<file path="src/rtl/cardclk_pkg.sv">
package cardclk_pkg;
    localparam int DIV_W   = 4;
    localparam int PRE_W   = 12;
    localparam int CFG_W   = DIV_W + PRE_W;
    localparam int RATIO_W = DIV_W + PRE_W + 2;
    localparam int STB_W   = 4;
    localparam int STB_STOP  = 0;
    localparam int STB_START = 1;
    localparam int STB_SRST  = 3;

    typedef struct packed {
        logic run;
        logic pend;
    } ctrl_st_t;

    typedef struct packed {
        logic [RATIO_W-1:0] phase;
        logic [RATIO_W-1:0] ratio;
        logic               clk;
    } phase_st_t;
endpackage

</file>
<file path="src/rtl/cardclk_ratio.sv">
module cardclk_ratio
    import cardclk_pkg::*;
(
    input  logic [CFG_W-1:0]   cfg_i,
    output logic [RATIO_W-1:0] ratio_o
);
    logic [DIV_W-1:0]   div_f;
    logic [PRE_W-1:0]   pre_f;
    logic [RATIO_W-1:0] stage_n;
    logic [RATIO_W-1:0] scale_n;

    always_comb begin
        div_f   = cfg_i[DIV_W-1:0];
        pre_f   = cfg_i[CFG_W-1:DIV_W];
        // a zero divide field falls back to the fastest legal setting
        stage_n = (div_f == '0) ? RATIO_W'(2) : RATIO_W'(div_f) + RATIO_W'(1);
        scale_n = (pre_f == '0) ? RATIO_W'(1) : (RATIO_W'(pre_f) << 1);
        ratio_o = stage_n * scale_n;
    end
endmodule

</file>
<file path="src/rtl/cardclk_ctrl.sv">
module cardclk_ctrl
    import cardclk_pkg::*;
(
    input  logic clk_i,
    input  logic rst_ni,
    input  logic stop_i,
    input  logic start_i,
    input  logic srst_i,
    input  logic boundary_i,
    output logic run_o,
    output logic launch_o,
    output logic idle_o
);
    ctrl_st_t st_d, st_q;
    logic     stop_eff;

    always_comb begin
        st_d     = st_q;
        launch_o = 1'b0;
        idle_o   = 1'b0;
        stop_eff = stop_i | (st_q.pend & ~start_i);
        if (srst_i) begin
            st_d   = '0;
            idle_o = 1'b1;
        end else if (!st_q.run) begin
            if (start_i && !stop_i) begin
                st_d.run = 1'b1;
                launch_o = 1'b1;
            end
        end else if (boundary_i && stop_eff) begin
            // the last cycle of a period is always a low cycle
            st_d   = '0;
            idle_o = 1'b1;
        end else begin
            st_d.pend = stop_eff;
        end
    end

    always_ff @(posedge clk_i or negedge rst_ni) begin
        if (!rst_ni) st_q <= '0;
        else         st_q <= st_d;
    end

    assign run_o = st_q.run;
endmodule

</file>
<file path="src/rtl/cardclk_phase.sv">
module cardclk_phase
    import cardclk_pkg::*;
(
    input  logic               clk_i,
    input  logic               rst_ni,
    input  logic [RATIO_W-1:0] ratio_i,
    input  logic               run_i,
    input  logic               launch_i,
    input  logic               idle_i,
    output logic               boundary_o,
    output logic               card_clk_o
);
    phase_st_t          st_d, st_q;
    logic [RATIO_W-1:0] phase_inc;

    assign boundary_o = (st_q.phase == st_q.ratio - RATIO_W'(1));
    assign phase_inc  = st_q.phase + RATIO_W'(1);

    always_comb begin
        st_d = st_q;
        if (idle_i || (!run_i && !launch_i)) begin
            st_d.phase = '0;
            st_d.ratio = ratio_i;
            st_d.clk   = 1'b0;
        end else if (launch_i || boundary_o) begin
            st_d.phase = '0;
            st_d.ratio = ratio_i;
            st_d.clk   = 1'b1;
        end else begin
            st_d.phase = phase_inc;
            st_d.clk   = (phase_inc < (st_q.ratio >> 1));
        end
    end

    always_ff @(posedge clk_i or negedge rst_ni) begin
        if (!rst_ni) begin
            st_q.phase <= '0;
            st_q.ratio <= RATIO_W'(2);
            st_q.clk   <= 1'b0;
        end else begin
            st_q <= st_d;
        end
    end

    assign card_clk_o = st_q.clk;
endmodule

</file>
<file path="src/rtl/cardclk_gen.sv">
module cardclk_gen
    import cardclk_pkg::*;
(
    input  logic             clk_i,
    input  logic             rst_ni,
    input  logic [CFG_W-1:0] cfg_i,
    input  logic [STB_W-1:0] strobe_i,
    output logic             card_clk_o,
    output logic             running_o
);
    logic [RATIO_W-1:0] ratio_w;
    logic               run_w;
    logic               launch_w;
    logic               idle_w;
    logic               boundary_w;
    logic               strobe_unused;

    assign strobe_unused = strobe_i[2];

    cardclk_ratio u_ratio (
        .cfg_i   (cfg_i),
        .ratio_o (ratio_w)
    );

    cardclk_ctrl u_ctrl (
        .clk_i      (clk_i),
        .rst_ni     (rst_ni),
        .stop_i     (strobe_i[STB_STOP]),
        .start_i    (strobe_i[STB_START]),
        .srst_i     (strobe_i[STB_SRST]),
        .boundary_i (boundary_w),
        .run_o      (run_w),
        .launch_o   (launch_w),
        .idle_o     (idle_w)
    );

    cardclk_phase u_phase (
        .clk_i      (clk_i),
        .rst_ni     (rst_ni),
        .ratio_i    (ratio_w),
        .run_i      (run_w),
        .launch_i   (launch_w),
        .idle_i     (idle_w),
        .boundary_o (boundary_w),
        .card_clk_o (card_clk_o)
    );

    assign running_o = run_w;
endmodule

</file>
<file path="config.mk">
export PLATFORM = sky130hd
export DESIGN_NAME = cardclk_gen
export DESIGN_NICKNAME = d
export VERILOG_FILES = /design/src/rtl/cardclk_pkg.sv /design/src/rtl/cardclk_ratio.sv /design/src/rtl/cardclk_ctrl.sv /design/src/rtl/cardclk_phase.sv /design/src/rtl/cardclk_gen.sv
export SDC_FILE = /design/constraint.sdc
export NUM_CORES = 1
export LEC_CHECK = 0
export CAP_MARGIN = 30
export CELL_PAD_IN_SITES_DETAIL_PLACEMENT = 1
export CELL_PAD_IN_SITES_GLOBAL_PLACEMENT = 2
export CORE_ASPECT_RATIO = 0.8
export CORE_UTILIZATION = 37
export CTS_BUF_LIST = sky130_fd_sc_hd__clkbuf_8
export DETAILED_ROUTE_END_ITERATION = 10
export PLACE_DENSITY_LB_ADDON = 0.1
export SYNTH_ARGS = -nofsm -noshare
export SYNTH_HDL_FRONTEND = slang
export SYNTH_SLANG_ARGS = --single-unit
</file>
<file path="constraint.sdc">
create_clock -name clk_i -period 3.2 [get_ports clk_i]
set_input_delay 0.64 -clock clk_i [delete_from_list [all_inputs] [get_ports clk_i]]
set_output_delay 0.64 -clock clk_i [all_outputs]
set_load 0.05 [all_outputs]
</file>
Word level (Yosys, flattened, before mapping). Index checks and enable logic that the tools add are counted.

$lt $le $gt $ge: 1. Multiplexer cells: 17. Reductions and logical operators: 12. Add/subtract/negate cells: 3. Bitwise gates (word level): 3. Equality and inequality tests: 1. Multiply operators: 1.

Operators with widths (count): two-way mux 18 bit (3); two-way mux 37 bit (1); adder 18 x 1 -> 18 bit, second input constant (1); equality test 18 bit (1); < comparator 18 x 17 -> 1 bit (1); multiplier 18 x 13 -> 18 bit (1); subtractor 18 x 1 -> 18 bit, second input constant (1); two-way mux 13 bit (1); logical NOT 12 bit (1); two-way mux 1 bit (11); adder 4 x 1 -> 5 bit, second input constant (1); logical NOT 4 bit (1); nonzero test 2 bit (2); logical AND 1 bit (3); logical NOT 1 bit (3); logical OR 1 bit (2); two-way mux 2 bit (1); bitwise AND 1 bit (1); inverter 1 bit (1); OR 1 bit (1).

Input port bits: 22. Flip-flop bits (word level): 39. Logic and storage cells: 43. Output and inout port bits: 2.

Logic depth before layout (Yosys ltp).
Depth in word-level cells: 9. Gate-level depth with buffers: 25. Depth with buffers taken out: 24.

Hierarchy. From an unflattened synthesis, not the netlist that was laid out.

Cell total of the unflattened synthesis: 542. Area total of the unflattened synthesis: 4869.7 µm².

Modules (own cells, without submodules): cardclk_phase (times used 1, area an instance 2586.2 µm², cells each 262, sequential area each 927.1 µm²); cardclk_ratio (times used 1, area an instance 2157.1 µm², cells each 266, sequential area each 0.0 µm²); cardclk_ctrl (times used 1, area an instance 126.4 µm², cells each 14, sequential area each 50.0 µm²).

Least setup slack after synthesis. OpenSTA, ideal clock, no wires.

Kind: input -> register. Start point: input cfg_i[0]. End point: register u_phase.st_q[18] (netlist name). Path buffers: 1. Slack: -2.129 ns. Stages: 23. Required time: 3.121 ns. Data arrival time: 5.250 ns. Setup time: 0.079 ns. Cells stage by stage: inv_1 ha_1 nand2b_1 nand2_1 mux2i_1 clkbuf_1 nand2_1 fa_1 inv_1 fa_1 ha_1 fa_1 inv_1 fa_1 inv_1 ha_1 nor3_1 nor2_1 nand2_1 o211ai_1 a21o_1 o311a_1 mux2i_1.

Word-level cells in the longest chain between the ends: 5. Elaborated cells between the ends (all ways): 6. Those cells by class: 1 x add/sub; 1 x mul; 3 x mux; 1 x reduce/logical.

RTL lines: start: declaration (line cardclk_gen.sv:6) `input logic [CFG_W-1:0] cfg_i,`; adder 4 x 1 -> 5 bit / logical NOT 4 bit (equally long branches) (line cardclk_ratio.sv:16) `stage_n = (div_f == '0) ? RATIO_W'(2) : RATIO_W'(div_f) + RATIO_W'(1);`; two-way mux 18 bit (*) (line cardclk_ratio.sv:16); multiplier 18 x 13 -> 18 bit (*) (line cardclk_ratio.sv:18) `ratio_o = stage_n * scale_n;`; two-way mux 18 bit (line cardclk_phase.sv:25) `end else if (launch_i || boundary_o) begin`; two-way mux 37 bit (*) (line cardclk_phase.sv:21) `if (idle_i || (!run_i && !launch_i)) begin`; end signal: assignment (line cardclk_phase.sv:41) `st_q <= st_d;`; end: declaration (line cardclk_phase.sv:13) `phase_st_t st_d, st_q;`.

Mark *: on every way between the ends. The rest lies on a longest branch, timed or not. The select of a mux whose other input is x is not followed. A chain may end at the register's enable or synchronous reset.

Final worst setup path.
Start point: input cfg_i[1]. End point: register u_phase.st_q[18] (netlist name).

Same word-level chain as after synthesis.

==> impl_results.md <==
* Status: finished, violations left
* Failing checks: negative setup slack
* Req. time, crit path at 3440 ps
* Setup-failing EPs final at 15
* Tot GR Track Use at 21.9%
* Hold crit path type: in -> async
* P per Cell Area at between 400 and 500 nW/um^2
* Final nets at roughly 840
* Design area at 7480 um^2
* Drt total wl at approximately 15000 um
* Setup TNS at -19320 ps
* N_diodes at 0
* Placed inst area at 6530 um^2
* Syn avg cell area at a little over 9 um^2
* Final min period at 4860 ps
* Seq cells post-synth at 39
* Top cell type's share of synthesized area at approximately 20%
* Sink Count at 39
* Cells after Synth at 563
* First-pass GRT wire length at between 20000 and 25000 um
* Number of flops mapped to enable cells by yosys at 0
* Hold Buf Count CTS at 0
* YS warnings at 0
* Final period utilization at 152%
* Post-synth cell types at between 50 and 60
* Row count at 38
* Final GP Congestion at ~0.82
* Post-route ant nets at 0
* Syn nets at about 700
* Max Cap Viol at 0
* Width of the die at ~130 um
* Clock root cell: clkbuf_8
* Sequential share of the synthesized area at 18.9%
* Leakage at 3.63 nW
* H-tree Lvls at 2
* Most common cell after layout, fill and taps aside: buf_4
* Tot Pwr at 3.53 mW
* Largest net degree at the start of global routing at 40
* Commonest non-fill, non-tap cells in the layout: buf_4, inv_1, ha_1
* Avg WL per Cell at approximately 17 um
* Max clock buf depth at 2
* Setup Crit Path Kind: in -> reg
* Reg clk slew, reported paths at 80 ps
* Setup crit end kind: flip-flop
* Crit-path max FO at 4
* Vias in the first global route at about 5000
* Ports at 24
* GRT overflow at 0
* Post-Synthesis Cell Area at 5180 um^2
* Die ar. at about 14000 um^2
* Post-synth top flop: dfrtp_1
* DR vias at approximately 4500
* Input/output buffers at 22
* Post-route core utilization at ~55%
* Clk Latency, worst-skew pair at between 300 and 400 ps
* CP Launch Type: primary input
* Post-synth ARST share at 100%
* Achievable frequency at 206 MHz
* Initial antenna violation count at 0
* Synth area leaders: ha_1, dfrtp_1, fa_1
* Actual slew at the worst max-slew pin at 492 ps
* Final setup margin at -1660 ps
* Setup Skew at approximately 9.2 ps
* RSZ-0062 raised after global routing: true
* Initial Util at 38.1%
* Layout cells sized above 1 at between 30% and 40%
* R2r setup slk at roughly 80 ps
* First-pass DRT Iterations at 4
* Slew Viols, Final at 0
* Core footprint at around 14000 um^2
* Worst vdd ir at approximately 0.00023 V
* Final hold violation count at 0
* TritonCTS clock tree: done
* Area Growth Syn to Fin at 44.4%
* CTS buffer count at 5
* Largest area contributor in the netlist: ha_1
* Drt drc at 0
* Post-DP HPWL at about 11000 um
* Number of DRC violations after detailed-routing iteration 0 at 130
* Vias per cell at ~5.1
* Critical Path AT at 5100 ps
* WHS at about 230 ps
* Slew HR at about two thirds
* Die Y-Extent at roughly 110 um
[Yosys cell counts (all sizes together), types with 2 or more instances]
cell and instances:
nor2 20, xnor2 26, or4 4, nor3 8
clkbuf 9, o211ai 4, a211o 2, mux2 7
ha 83, and3 12, dfrtp 38, inv 76
o31ai 3, mux2i 15, a211oi 7, nand2b 6
or3 3, a31oi 4, and2 44, or2 2
buf 4, nand4 5, and4 3, a21o 6
o21ai 9, o22a 2, o2111ai 3, a21oi 11
xor2 27, nand3 13, nor2b 19, o21a 4
nor4 7, fa 33, nand2 34
[cells by family (layout without fill, tap and decap cells)]
group,count (synthesis),count (layout),synth area share (%)
and+or+nand+nor,182,183,19.4
adders and majority gates,116,116,32.8
buffers and inverters,89,229,6.84
AOI/OAI and AO/OA,62,62,8.75
xor gates and xnor gates,53,53,8.96
DFF,39,39,18.9
muxes,22,22,4.42
[routing by layer]
layer | GRT usage (%) | vias to the layer above | part of all wire (%)
met4 | 4.17 | 0 | 1.3
met2 | 36.9 | 36 | 48
met3 | 2.97 | 16 | 2.3
met1 | 29.9 | 2283 | 48
met5 | 0 | - | 0
li1 | - | 2174 | -
[state kept, by name, summed over array words and instances (netlist names)]
register and count:
u_phase.st_q 36, u_ctrl.run_o 1, u_ctrl.st_q 1, u_phase.card_clk_o 1
[where the power goes]
group	switching [mW]	total [mW]	leakage (nW)	internal, mW
Combinational	1.23	2.45	3.07	1.22
Sequential	0.100	0.687	0.508	0.587
Clock	0.196	0.389	0.0557	0.194
[stage by stage]
stage | setup slack [ps] | cells
after global placement | -2410 | 844
after CTS | -1810 | 869
after global routing | -1820 | 884
after detailed placement | -2580 | 844
final | -1660 | 884
after floorplan | -1580 | 563
[final cells by class]
cell class	count	area, um^2
Multi-Input combinational cell	436	4630
Clock inverter	1	3.75
Fill cell	1534	6120
Timing Repair Buffer	145	1240
Sequential cell	39	977
Clock buffer	7	96.3
Inverter	76	303
Tap cell	180	225
[path summary, 6_finish.rpt]
check,from,end,depth (start not counted)
min reg2reg,u_ctrl.st_q[0],u_ctrl.st_q[0],2
min,rst_ni,u_phase.st_q[20],1
max in group asynchronous,rst_ni,u_phase.st_q[16],2
min in group clk_i,u_ctrl.st_q[0],u_ctrl.st_q[0],2
max reg2reg,u_phase.st_q[2],u_phase.st_q[6],11
max,cfg_i[1],u_phase.st_q[18],23
[what timing repair did]
action,4_1_cts,5_1_grt
pin swaps,51,55
resized for setup,70,69
setup endpoints to repair,18,24
cloned,1,1
buffers inserted,16,15
[critical path, cell delays in order]
cell,delay [ps]
buf_12,100
inv_12,30
ha_4,150
nand2b_4,90
nor2_4,50
buf_6,120
or2_4,250
and2_4,170
fa_1,430
ha_4,260
ha_1,290
inv_2,40
fa_1,460
fa_1,570
inv_2,50
ha_4,160
nor3_4,200
o2111ai_4,160
nand2_2,110
o211ai_1,90
a21o_1,200
o311a_1,340
mux2i_1,120
No activity file was read; power rests on OpenSTA's default activity.
